### config.mk
export PLATFORM = sky130hd
export DESIGN_NAME = qspi_op_sequencer
export DESIGN_NICKNAME = d
export VERILOG_FILES = /design/src/rtl/qspiseq_pkg.sv /design/src/rtl/qspi_seq_ctrl.sv /design/src/rtl/qspi_seq_datapath.sv /design/src/rtl/qspi_op_sequencer.sv
export SDC_FILE = /design/constraint.sdc
export NUM_CORES = 1
export LEC_CHECK = 0
export CORE_ASPECT_RATIO = 1.5
export CORE_MARGIN = 3
export CORE_UTILIZATION = 40
export CTS_CLUSTER_DIAMETER = 40
export DETAILED_ROUTE_END_ITERATION = 10
export PLACE_DENSITY = 0.76
export SLEW_MARGIN = 20
export SYNTH_ARGS = -nofsm -noshare
export SYNTH_HDL_FRONTEND = slang
export SYNTH_SLANG_ARGS = --single-unit
export TNS_END_PERCENT = 5
### constraint.sdc
create_clock -name clk -period 3.8 [get_ports clk]
set_clock_uncertainty 0.15 [all_clocks]
set_input_delay 0.95 -clock clk [delete_from_list [all_inputs] [get_ports clk]]
set_output_delay 0.95 -clock clk [all_outputs]
set_load 0.02 [all_outputs]
### src/rtl/qspiseq_pkg.sv
package qspiseq_pkg;

  typedef enum logic [2:0] {
    K_IDLE  = 3'd0,
    K_CSON  = 3'd1,
    K_OPC   = 3'd2,
    K_ADDR  = 3'd3,
    K_DUMMY = 3'd4,
    K_DATA  = 3'd5,
    K_CSOFF = 3'd6
  } entryKind_e;

  typedef struct packed {
    entryKind_e kind;
    logic       load;
    logic       addrAdv;
    logic       dataAdv;
  } seqStrobe_t;

  localparam logic [31:0] F_XFER  = 32'h0000_0100;
  localparam logic [31:0] F_EXP   = 32'h0000_0200;
  localparam logic [31:0] F_CSLO  = 32'h0000_1000;
  localparam logic [31:0] F_BUSLO = 32'h0000_4000;
  localparam logic [31:0] F_TX    = 32'h0001_0000;
  localparam logic [31:0] F_RX    = 32'h0002_0000;
  localparam int unsigned MODE_LSB = 10;
  localparam logic [7:0] CS_HOLD = 8'd5;

  localparam logic [1:0] DIR_RX = 2'b01;
  localparam logic [1:0] DIR_TX = 2'b10;

  function automatic logic [1:0] laneMode(input logic [2:0] lanes);
    case (lanes)
      3'd2:    laneMode = 2'b10;
      3'd4:    laneMode = 2'b11;
      default: laneMode = 2'b01;
    endcase
  endfunction

  function automatic logic [1:0] laneShift(input logic [2:0] lanes);
    case (lanes)
      3'd2:    laneShift = 2'd1;
      3'd4:    laneShift = 2'd2;
      default: laneShift = 2'd0;
    endcase
  endfunction

  function automatic logic [31:0] modeField(input logic [1:0] m);
    modeField = 32'(m) << MODE_LSB;
  endfunction

endpackage

### src/rtl/qspi_seq_ctrl.sv
module qspi_seq_ctrl
  import qspiseq_pkg::*;
(
  input  logic       clk,
  input  logic       rstN,
  input  logic       descValid,
  output logic       descReady,
  input  logic       entryReady,
  output logic       entryValid,
  output logic       opDone,
  input  logic       hasAddr,
  input  logic       addrLast,
  input  logic       hasDummy,
  input  logic       hasData,
  input  logic       dataLast,
  output seqStrobe_t strobe
);

  entryKind_e st, stNext;
  logic fire;
  entryKind_e postDummy, postAddr;

  assign entryValid = (st != K_IDLE);
  assign descReady  = (st == K_IDLE);
  assign fire       = entryValid && entryReady;

  assign postDummy = hasData ? K_DATA : K_CSOFF;
  assign postAddr  = hasDummy ? K_DUMMY : postDummy;

  always_comb begin
    stNext = st;
    case (st)
      K_IDLE:  if (descValid) stNext = K_CSON;
      K_CSON:  if (fire) stNext = K_OPC;
      K_OPC:   if (fire) stNext = hasAddr ? K_ADDR : postAddr;
      K_ADDR:  if (fire && addrLast) stNext = postAddr;
      K_DUMMY: if (fire) stNext = postDummy;
      K_DATA:  if (fire && dataLast) stNext = K_CSOFF;
      K_CSOFF: if (fire) stNext = K_IDLE;
      default: stNext = K_IDLE;
    endcase
  end

  always_comb begin
    strobe.kind    = st;
    strobe.load    = descReady && descValid;
    strobe.addrAdv = fire && (st == K_ADDR);
    strobe.dataAdv = fire && (st == K_DATA);
  end

  always_ff @(posedge clk or negedge rstN) begin
    if (!rstN) begin
      st     <= K_IDLE;
      opDone <= 1'b0;
    end else begin
      st     <= stNext;
      opDone <= fire && (st == K_CSOFF);
    end
  end

endmodule

### src/rtl/qspi_seq_datapath.sv
module qspi_seq_datapath
  import qspiseq_pkg::*;
#(
  parameter int unsigned ADDR_W  = 32,
  parameter int unsigned LEN_W   = 16,
  parameter int unsigned DUMMY_W = 5,
  parameter int unsigned ALIGN   = 4,
  parameter int unsigned ACNT_W  = 3
) (
  input  logic               clk,
  input  logic               rstN,
  input  seqStrobe_t         strobe,
  input  logic [7:0]         opcode,
  input  logic [2:0]         cmdLanes,
  input  logic [ACNT_W-1:0]  addrBytes,
  input  logic [ADDR_W-1:0]  addrVal,
  input  logic [2:0]         addrLanes,
  input  logic [DUMMY_W-1:0] dummyBytes,
  input  logic [2:0]         dummyLanes,
  input  logic [LEN_W-1:0]   dataLen,
  input  logic [1:0]         dataDir,
  input  logic [2:0]         dataLanes,
  output logic [31:0]        entry,
  output logic               hasAddr,
  output logic               addrLast,
  output logic               hasDummy,
  output logic               hasData,
  output logic               dataLast
);

  localparam int unsigned DSCALE_W = DUMMY_W + 3;
  localparam logic [8:0]  ALIGN_M1 = 9'(ALIGN - 1);

  logic [7:0]         opcodeR;
  logic [1:0]         cmdModeR, addrModeR, dummyModeR, dataModeR;
  logic [ADDR_W-1:0]  addrR;
  logic [ACNT_W-1:0]  addrCnt;
  logic [7:0]         dummyCycR;
  logic [LEN_W-1:0]   remLen;
  logic [1:0]         dirR;

  logic [DSCALE_W-1:0] dummyScaled;
  logic [ADDR_W-1:0]   addrShifted;
  logic [7:0]          addrByte;
  logic [7:0]          expSel;
  logic                highNz;
  logic [LEN_W-1:0]    nextRem;
  logic [8:0]          rndSum;
  logic [7:0]          remImm;
  logic                isRx;
  logic [31:0]         selBase, dataBase;

  assign dummyScaled = {dummyBytes, 3'b000} >> laneShift(dummyLanes);

  always_ff @(posedge clk or negedge rstN) begin
    if (!rstN) begin
      opcodeR    <= '0;
      cmdModeR   <= 2'b01;
      addrModeR  <= 2'b01;
      dummyModeR <= 2'b01;
      dataModeR  <= 2'b01;
      addrR      <= '0;
      addrCnt    <= '0;
      dummyCycR  <= '0;
      remLen     <= '0;
      dirR       <= '0;
    end else if (strobe.load) begin
      opcodeR    <= opcode;
      cmdModeR   <= laneMode(cmdLanes);
      addrModeR  <= laneMode(addrLanes);
      dummyModeR <= laneMode(dummyLanes);
      dataModeR  <= laneMode(dataLanes);
      addrR      <= addrVal;
      addrCnt    <= addrBytes;
      dummyCycR  <= 8'(dummyScaled);
      remLen     <= dataLen;
      dirR       <= dataDir;
    end else begin
      if (strobe.addrAdv) addrCnt <= addrCnt - ACNT_W'(1);
      if (strobe.dataAdv) remLen  <= nextRem;
    end
  end

  // Address byte selection, most significant first
  assign addrShifted = addrR >> {addrCnt - ACNT_W'(1), 3'b000};
  assign addrByte    = addrShifted[7:0];
  assign hasAddr     = (addrCnt != '0);
  assign addrLast    = (addrCnt == ACNT_W'(1));
  assign hasDummy    = (dummyCycR != '0);

  // Lowest set bit at or above 8 drives the next exponent entry
  always_comb begin
    expSel = '0;
    for (int i = LEN_W - 1; i >= 8; i--) begin
      if (remLen[i]) expSel = 8'(i);
    end
  end

  assign highNz   = |remLen[LEN_W-1:8];
  assign nextRem  = highNz ? (remLen & ~(LEN_W'(1) << expSel)) : '0;
  assign dataLast = (nextRem == '0);
  assign isRx     = (dirR == DIR_RX);
  assign hasData  = ((dirR == DIR_RX) || (dirR == DIR_TX)) && (remLen != '0);

  assign rndSum = ({1'b0, remLen[7:0]} + ALIGN_M1) & ~ALIGN_M1;
  assign remImm = isRx ? rndSum[7:0] : remLen[7:0];

  assign selBase  = F_BUSLO | F_CSLO;
  assign dataBase = selBase | F_XFER | modeField(dataModeR) | (isRx ? F_RX : F_TX);

  always_comb begin
    case (strobe.kind)
      K_CSON:  entry = selBase | modeField(2'b01) | 32'(CS_HOLD);
      K_OPC:   entry = selBase | F_TX | modeField(cmdModeR) | 32'(opcodeR);
      K_ADDR:  entry = selBase | F_TX | modeField(addrModeR) | 32'(addrByte);
      K_DUMMY: entry = selBase | F_XFER | modeField(dummyModeR) | 32'(dummyCycR);
      K_DATA:  entry = highNz ? (dataBase | F_EXP | 32'(expSel))
                              : (dataBase | 32'(remImm));
      K_CSOFF: entry = F_BUSLO | 32'(CS_HOLD);
      default: entry = '0;
    endcase
  end

endmodule

### src/rtl/qspi_op_sequencer.sv
module qspi_op_sequencer
  import qspiseq_pkg::*;
#(
  parameter int unsigned ADDR_W  = 32,
  parameter int unsigned LEN_W   = 16,
  parameter int unsigned DUMMY_W = 5,
  parameter int unsigned ALIGN   = 4,
  localparam int unsigned ADDR_BYTES = ADDR_W / 8,
  localparam int unsigned ACNT_W     = $clog2(ADDR_BYTES + 1)
) (
  input  logic               clk,
  input  logic               rstN,
  input  logic               descValid,
  output logic               descReady,
  input  logic [7:0]         opcode,
  input  logic [2:0]         cmdLanes,
  input  logic [ACNT_W-1:0]  addrBytes,
  input  logic [ADDR_W-1:0]  addrVal,
  input  logic [2:0]         addrLanes,
  input  logic [DUMMY_W-1:0] dummyBytes,
  input  logic [2:0]         dummyLanes,
  input  logic [LEN_W-1:0]   dataLen,
  input  logic [1:0]         dataDir,
  input  logic [2:0]         dataLanes,
  output logic               entryValid,
  input  logic               entryReady,
  output logic [31:0]        entry,
  output logic               opDone
);

  seqStrobe_t strobe;
  logic hasAddr, addrLast, hasDummy, hasData, dataLast;

  qspi_seq_ctrl ctrl_i (
    .clk        (clk),
    .rstN       (rstN),
    .descValid  (descValid),
    .descReady  (descReady),
    .entryReady (entryReady),
    .entryValid (entryValid),
    .opDone     (opDone),
    .hasAddr    (hasAddr),
    .addrLast   (addrLast),
    .hasDummy   (hasDummy),
    .hasData    (hasData),
    .dataLast   (dataLast),
    .strobe     (strobe)
  );

  qspi_seq_datapath #(
    .ADDR_W  (ADDR_W),
    .LEN_W   (LEN_W),
    .DUMMY_W (DUMMY_W),
    .ALIGN   (ALIGN),
    .ACNT_W  (ACNT_W)
  ) dp_i (
    .clk        (clk),
    .rstN       (rstN),
    .strobe     (strobe),
    .opcode     (opcode),
    .cmdLanes   (cmdLanes),
    .addrBytes  (addrBytes),
    .addrVal    (addrVal),
    .addrLanes  (addrLanes),
    .dummyBytes (dummyBytes),
    .dummyLanes (dummyLanes),
    .dataLen    (dataLen),
    .dataDir    (dataDir),
    .dataLanes  (dataLanes),
    .entry      (entry),
    .hasAddr    (hasAddr),
    .addrLast   (addrLast),
    .hasDummy   (hasDummy),
    .hasData    (hasData),
    .dataLast   (dataLast)
  );

endmodule

; After elaboration in Yosys (flattened, before gate mapping)
; Index checks and enable logic that the tools add are counted.
[word_totals]
ff_bits = 81
inputBits = 82
output_inout_bits = 35
elab_cells = 101
[classes]
addsub = 2
n_eq_ne = 24
n_shift = 3
n_mux = 33
bitwise_logic = 8
reduce_logical = 19
[ops]
columns = operator, count
row1 = 32-bit case mux with 6 select lines, 1
row2 = 16-bit 2-to-1 mux, 3
row3 = 17-bit by 8-bit OR with 17-bit output, 2
row4 = 3-bit 2-to-1 mux, 11
row5 = 32-bit 2-to-1 mux, 1
row6 = 4-bit 2-to-1 mux, 8
row7 = 15-bit by 32-bit OR with 32-bit output, 1
row8 = 32-bit by 4-bit OR with 32-bit output, 1
row9 = 32-bit by 8-bit OR with 32-bit output, 1
row10 = 32-bit by 6-bit >> shifter with 8-bit output, 1
row11 = 3-bit equality test (second input constant), 7
row12 = 3-bit case mux with 7 select lines, 1
row13 = 2-bit case mux with 2 select lines, 5
row14 = 3-bit by 2-bit equality test with 1-bit output (second input constant), 6
row15 = 18-bit 2-to-1 mux, 1
row16 = 16-bit AND, 1
row17 = 16-bit zero test, 1
row18 = 16-bit inverter, 1
row19 = 16-bit nonzero test, 1
row20 = 1-bit by 4-bit left shift with 16-bit output (first input constant), 1
row21 = 15-bit by 8-bit OR with 15-bit output, 1
row22 = 2-bit by 1-bit inequality test with 1-bit output (second input constant), 6
row23 = 8-bit by 2-bit adder with 8-bit output (second input constant), 1
row24 = 1-bit logical AND, 8
row25 = other kinds (15), 18

; Logic depth before layout (Yosys ltp)
[logic_depth]
word_depth = 16
depth_mapped = 9
mapped_depth_nobuf = 8

; Hierarchy
; A second synthesis with hierarchy kept.
[unflattened]
cells_unflattened = 428
hier_area_um2 = 4563.1
[by_module_without_submodules]
columns = mod, n_inst, cells_per_inst, area_per_inst_um2, seq_area_each_um2
row1 = qspi_seq_datapath, 1, 388, 4232.8, 1931.9
row2 = qspi_seq_ctrl, 1, 40, 330.3, 100.1

; Worst setup path before layout
; Ideal clock, no wire load.
[synth_timing]
path_kind = register to output
start = register dp_i.addrCnt[0]
end = output port entry[0]
arrival_ns = 2.320
t_required_ns = 2.700
slack_ns = 0.380
path_stages_with_launch = 8
n_path_buf = 2
path_cell_list = dfrtp_1 > buf_1 > inv_1 > ha_1 > buf_1 > mux4_2 > a221oi_1 > o21ai_1
[synth_between]
elab_chain_len = 4
[synth_rtl]
columns = item, line_no
row1 = "start, declared", qspi_seq_datapath.sv:37  ; logic [ACNT_W-1:0] addrCnt;
row2 = "start signal, assigned", qspi_seq_datapath.sv:74  ; addrCnt <= addrBytes;
row3 = "start signal, assigned", qspi_seq_datapath.sv:79  ; if (strobe.addrAdv) addrCnt <= addrCnt - ACNT_W'(1);
row4 = 3-bit by 1-bit subtractor with 3-bit output, qspi_seq_datapath.sv:85  ; assign addrShifted = addrR >> {addrCnt - ACNT_W'(1), 3'b000};
row5 = 32-bit by 6-bit >> shifter with 8-bit output, qspi_seq_datapath.sv:85
row6 = 17-bit by 8-bit OR with 17-bit output, qspi_seq_datapath.sv:115  ; K_ADDR: entry = selBase | F_TX | modeField(addrModeR) | 32'(addrByte);
row7 = 32-bit case mux with 6 select lines, qspi_seq_datapath.sv:112  ; case (strobe.kind)
row8 = "end, declared", qspi_op_sequencer.sv:27  ; output logic [31:0] entry,
; Every way passes these cells.

; Worst setup path after layout
[layout_timing]
start = register dp_i.remLen[8]
end = output port entry[0]
[layout_between]
elab_chain_len = 4
word_cells_on_any_way = 5
cone_classes = mux (3) / bitwise (1) / reduce/logical (1)
[layout_rtl]
columns = item, line_no
row1 = "start, declared", qspi_seq_datapath.sv:39  ; logic [LEN_W-1:0] remLen;
row2 = "start signal, assigned", qspi_seq_datapath.sv:76  ; remLen <= dataLen;
row3 = "start signal, assigned", qspi_seq_datapath.sv:80  ; if (strobe.dataAdv) remLen <= nextRem;
row4 = 4-bit 2-to-1 mux, qspi_seq_datapath.sv:95  ; if (remLen[i]) expSel = 8'(i);
row5 = 32-bit by 4-bit OR with 32-bit output, qspi_seq_datapath.sv:117  ; K_DATA: entry = highNz ? (dataBase | F_EXP | 32'(expSel))
row6 = 32-bit 2-to-1 mux *, qspi_seq_datapath.sv:117
row7 = 32-bit case mux with 6 select lines *, qspi_seq_datapath.sv:112
; Every way passes the cells marked *; elsewhere a longest branch is shown, timed or not.

==> metrics.md <==
| Metric | Value |
|---|---|
| Max VDD drop | 0.346 mV |
| Setup violators final | 0 |
| Clk slew on worst S/H paths | 0.06 ns |
| Tmin final | 3.67 ns |
| Final ANT Viol Nets | 0 |
| Die Y | 136 µm |
| Fraction of layout cells with a size suffix above 1 | 0.0879 |
| PortBufs | 100 |
| Worst Path Required | 2.70 ns |
| Status | completed |
| Internal | 2.77 mW |
| Asr flop ratio synth | 1.00 |
| Final std cells w/o fill | 747 |
| Area of the multi-input gates | 2200 µm² |
| Post-CTS setup repair buffer count | 0 |
| Dpl hpwl | 10,100 µm |
| Clock power frac | 0.173 |
| Leading cell type in the layout, fill and taps excluded | nand2_1 |
| Largest net degree at the start of global routing | 82 |
| Final Cycle Share | 0.965 |
| Clock latency on the worst-skew pair | 0.34 ns |
| Setup crit end | entry[0] |
| Layout filler cell count | 1,003 |
| Worst min path class | flop to flop |
| Die area | 12,500 µm² |
| Number of synthesized register bits | 81 |
| Core footprint | 10,800 µm² |
| Clock Tree Root | clkbuf_16 |
| Worst setup path start | dp_i.remLen[8] |
| Power Density | 811 nW/µm² |
| Hold Startpoint | dp_i.addrR[19] |
| RR Startpoint | ctrl_i.st[2] |
| WL final | 13,300 µm |
| XOR/XNOR share of the synthesized area | 0.0196 |
| Fin Hold WS | 0.323 ns |
| Vias in the first global route | 4,033 |
| Fin. Hold Viols | 0 |
| Fmax | 273 MHz |
| H-Tree Level Count | 3 |
| Via density | 5.35 |
| Ant diodes | 0 |
| Worst Reg-to-Reg Cells | 8 |
| Max FO, Critical Path | 11 |
| Post-Synth Simple-Gate Area | 0.239 |
| Sequential cell area | 2030 µm² |
| Switching power | 1.97 mW |
| Max Buffers Root-to-Sink | 2 |
| First-pass GRT wire length | 20,900 µm |
| Worst reg2reg setup slack | 1.33 ns |
| Wirelength per Cell | 17.8 µm |
| Final #Nets | 684 |
| CTS tree | built |
| Critical Path AT | 2.57 ns |
| Dpl cells | 731 |
| Switching part of the total | 0.415 |
| Setup TNS | 0 ns |
| Row count | 46 |
| Max-capacitance violation count | 0 |
| EDFF count, synth | 0 |
| RR Endpoint | dp_i.remLen[13] |
| CP Launch Type | flop |
| Drt first-iter violations | 266 |
| Detailed Routing Iterations Pass 1 | 5 |
| Post-layout util | 0.543 |
| Die width | 92.3 µm |
| Synth unique cells | 61 |
| Initial antenna violation count | 0 |
| RSZ-0062 raised after global routing | false |
| Slew margin rel. | 0.502 |
| Combinational share of power | 0.481 |
| Area added between synthesis and finish | 30.5% |
| Total Power | 4.74 mW |
| Synth Instances | 508 |
| Main synth FF type | dfrtp_1 |
| Post-synthesis compound-gate area fraction | 0.150 |
| All-Layer GR Usage | 0.214 |
| Post-synthesis sequential area ratio | 0.454 |
| Grt peak-use layer | met2 |
| Synth warnings | 0 |
| Met1 GRT Util | 0.275 |
| Routed vias | 3,999 |
| Sink Count | 81 |
| Largest family of logic cells by synthesized area | simple AND/OR/NAND/NOR gates |
| Sequential Power Share | 0.347 |
| I/O pins | 117 |
| GR Util met2 | 0.364 |
| Syn Std Cell Area | 4470 µm² |
| GP Congestion | 0.902 |
| Starting Density | 0.416 |
| Critical path class | flop to output pin |
| CTS buffer count | 9 |
| Syn avg cell area | 8.81 µm² |
| Worst slew pin tran | 0.747 ns |
| Final Max Slew Viols | 0 |
| LEAKAGE | 2.67 nW |
| Grt ovf | 0 |
| GR Util met3 | 0.0361 |
| Most frequent cells in the layout | nand2_1 (164), clkdlybuf4s50_1 (95), dfrtp_1 (77) |
| Crit path capture type | output pin |
| Mux contribution to synthesized area | 0.0540 |
| # DRC | 0 |
| Post-synthesis adder-cell area fraction | 0.0134 |
-- power groups by stage --
stage / clock (mW) / combinational [mW] / sequential, mW
2_1_floorplan: 0 / 1.60 / 1.47
3_3_place_gp: 0 / 2.22 / 1.64
3_5_place_dp: 0 / 2.25 / 1.65
4_1_cts: 0.828 / 2.27 / 1.64
5_1_grt: 0.863 / 2.50 / 1.69
6_report: 0.817 / 2.28 / 1.64
-- per-layer routing --
layer	up-vias	share of wire
met1	1913	0.41
met5	-	0
met2	169	0.51
met3	20	0.055
li1	1897	-
met4	0	0.022
-- cell type report --
| type | instances | area share |
|---|---|---|
| well taps | 144 | 0.0309 |
| repair buffers | 112 | 0.189 |
| multi-input cells | 383 | 0.378 |
| inverters | 11 | 0.00707 |
| flip-flops and latches | 81 | 0.348 |
| clock buffers | 14 | 0.0452 |
| clock inverters | 2 | 0.00257 |
-- cell usage after synthesis (all sizes together) (7+ instances only) --
| library cell | n | area (µm²) |
|---|---|---|
| nor2b | 7 | 43.8 |
| inv | 11 | 41.3 |
| a22o | 10 | 87.6 |
| nor2 | 29 | 116 |
| o21ai | 23 | 115 |
| nor3 | 7 | 46.3 |
| dfrtp | 77 | 1930 |
| xnor2 | 7 | 61.3 |
| buf | 35 | 219 |
| nand2 | 165 | 619 |
| mux4 | 8 | 180 |
| a21oi | 19 | 98.9 |
| clkbuf | 13 | 48.8 |
-- cells by family (layout without fill, tap and decap cells) --
group	Yosys count	in the layout
AO/OA/AOI/OAI	98	98
XOR/XNOR	10	10
adder cells (fa/ha/maj)	5	5
buffers and inverters	59	139
flip-flops	81	81
multiplexers	14	14
other	1	16
AND/OR/NAND/NOR	240	240
-- how the worst min path moves through the flow --
stage	depth (start not counted)	to
floorplan	2	dp_i.addrR[10]
global route	2	dp_i.addrR[19]
finish	2	dp_i.addrR[19]
detailed placement	2	dp_i.addrR[2]
CTS	2	dp_i.addrR[19]
global placement	2	dp_i.addrR[27]
-- critical path, stage by stage (launching register included) --
cell and delay, ns:
dfrtp_1 0.52, or4_4 0.64, nor2_4 0.20, a31oi_1 0.10, o21ai_1 0.14, clkdlybuf4s50_1 0.63
-- sequential cells by signal, indices dropped and copies added (netlist names) --
signal and cells:
ctrl_i.opDone 1, dp_i.dummyModeR 2, dp_i.opcodeR 8, dp_i.remLen 16, ctrl_i.st 3, dp_i.dirR 2, dp_i.dataModeR 2, dp_i.addrR 32
dp_i.addrCnt 3, dp_i.cmdModeR 2, dp_i.dummyCycR 8, dp_i.addrModeR 2
-- metrics by stage --
stage / cell area [µm²] / setup slack, ns
6_report: 5840 / 0.132
5_1_grt: 5840 / 0.0405
4_1_cts: 5820 / 0.00217
3_5_place_dp: 5530 / 0.355
3_3_place_gp: 5530 / 0.380
2_1_floorplan: 4530 / 0.380
-- repair_timing --
action,4_1_cts,5_1_grt
cloned,0,0
setup endpoints to repair,1,5
pin swaps,0,0
hold buffers,0,0
endpoints found under the hold margin,0,0
resized for setup,1,5
Note: power is estimated with default switching activity, not from simulation.
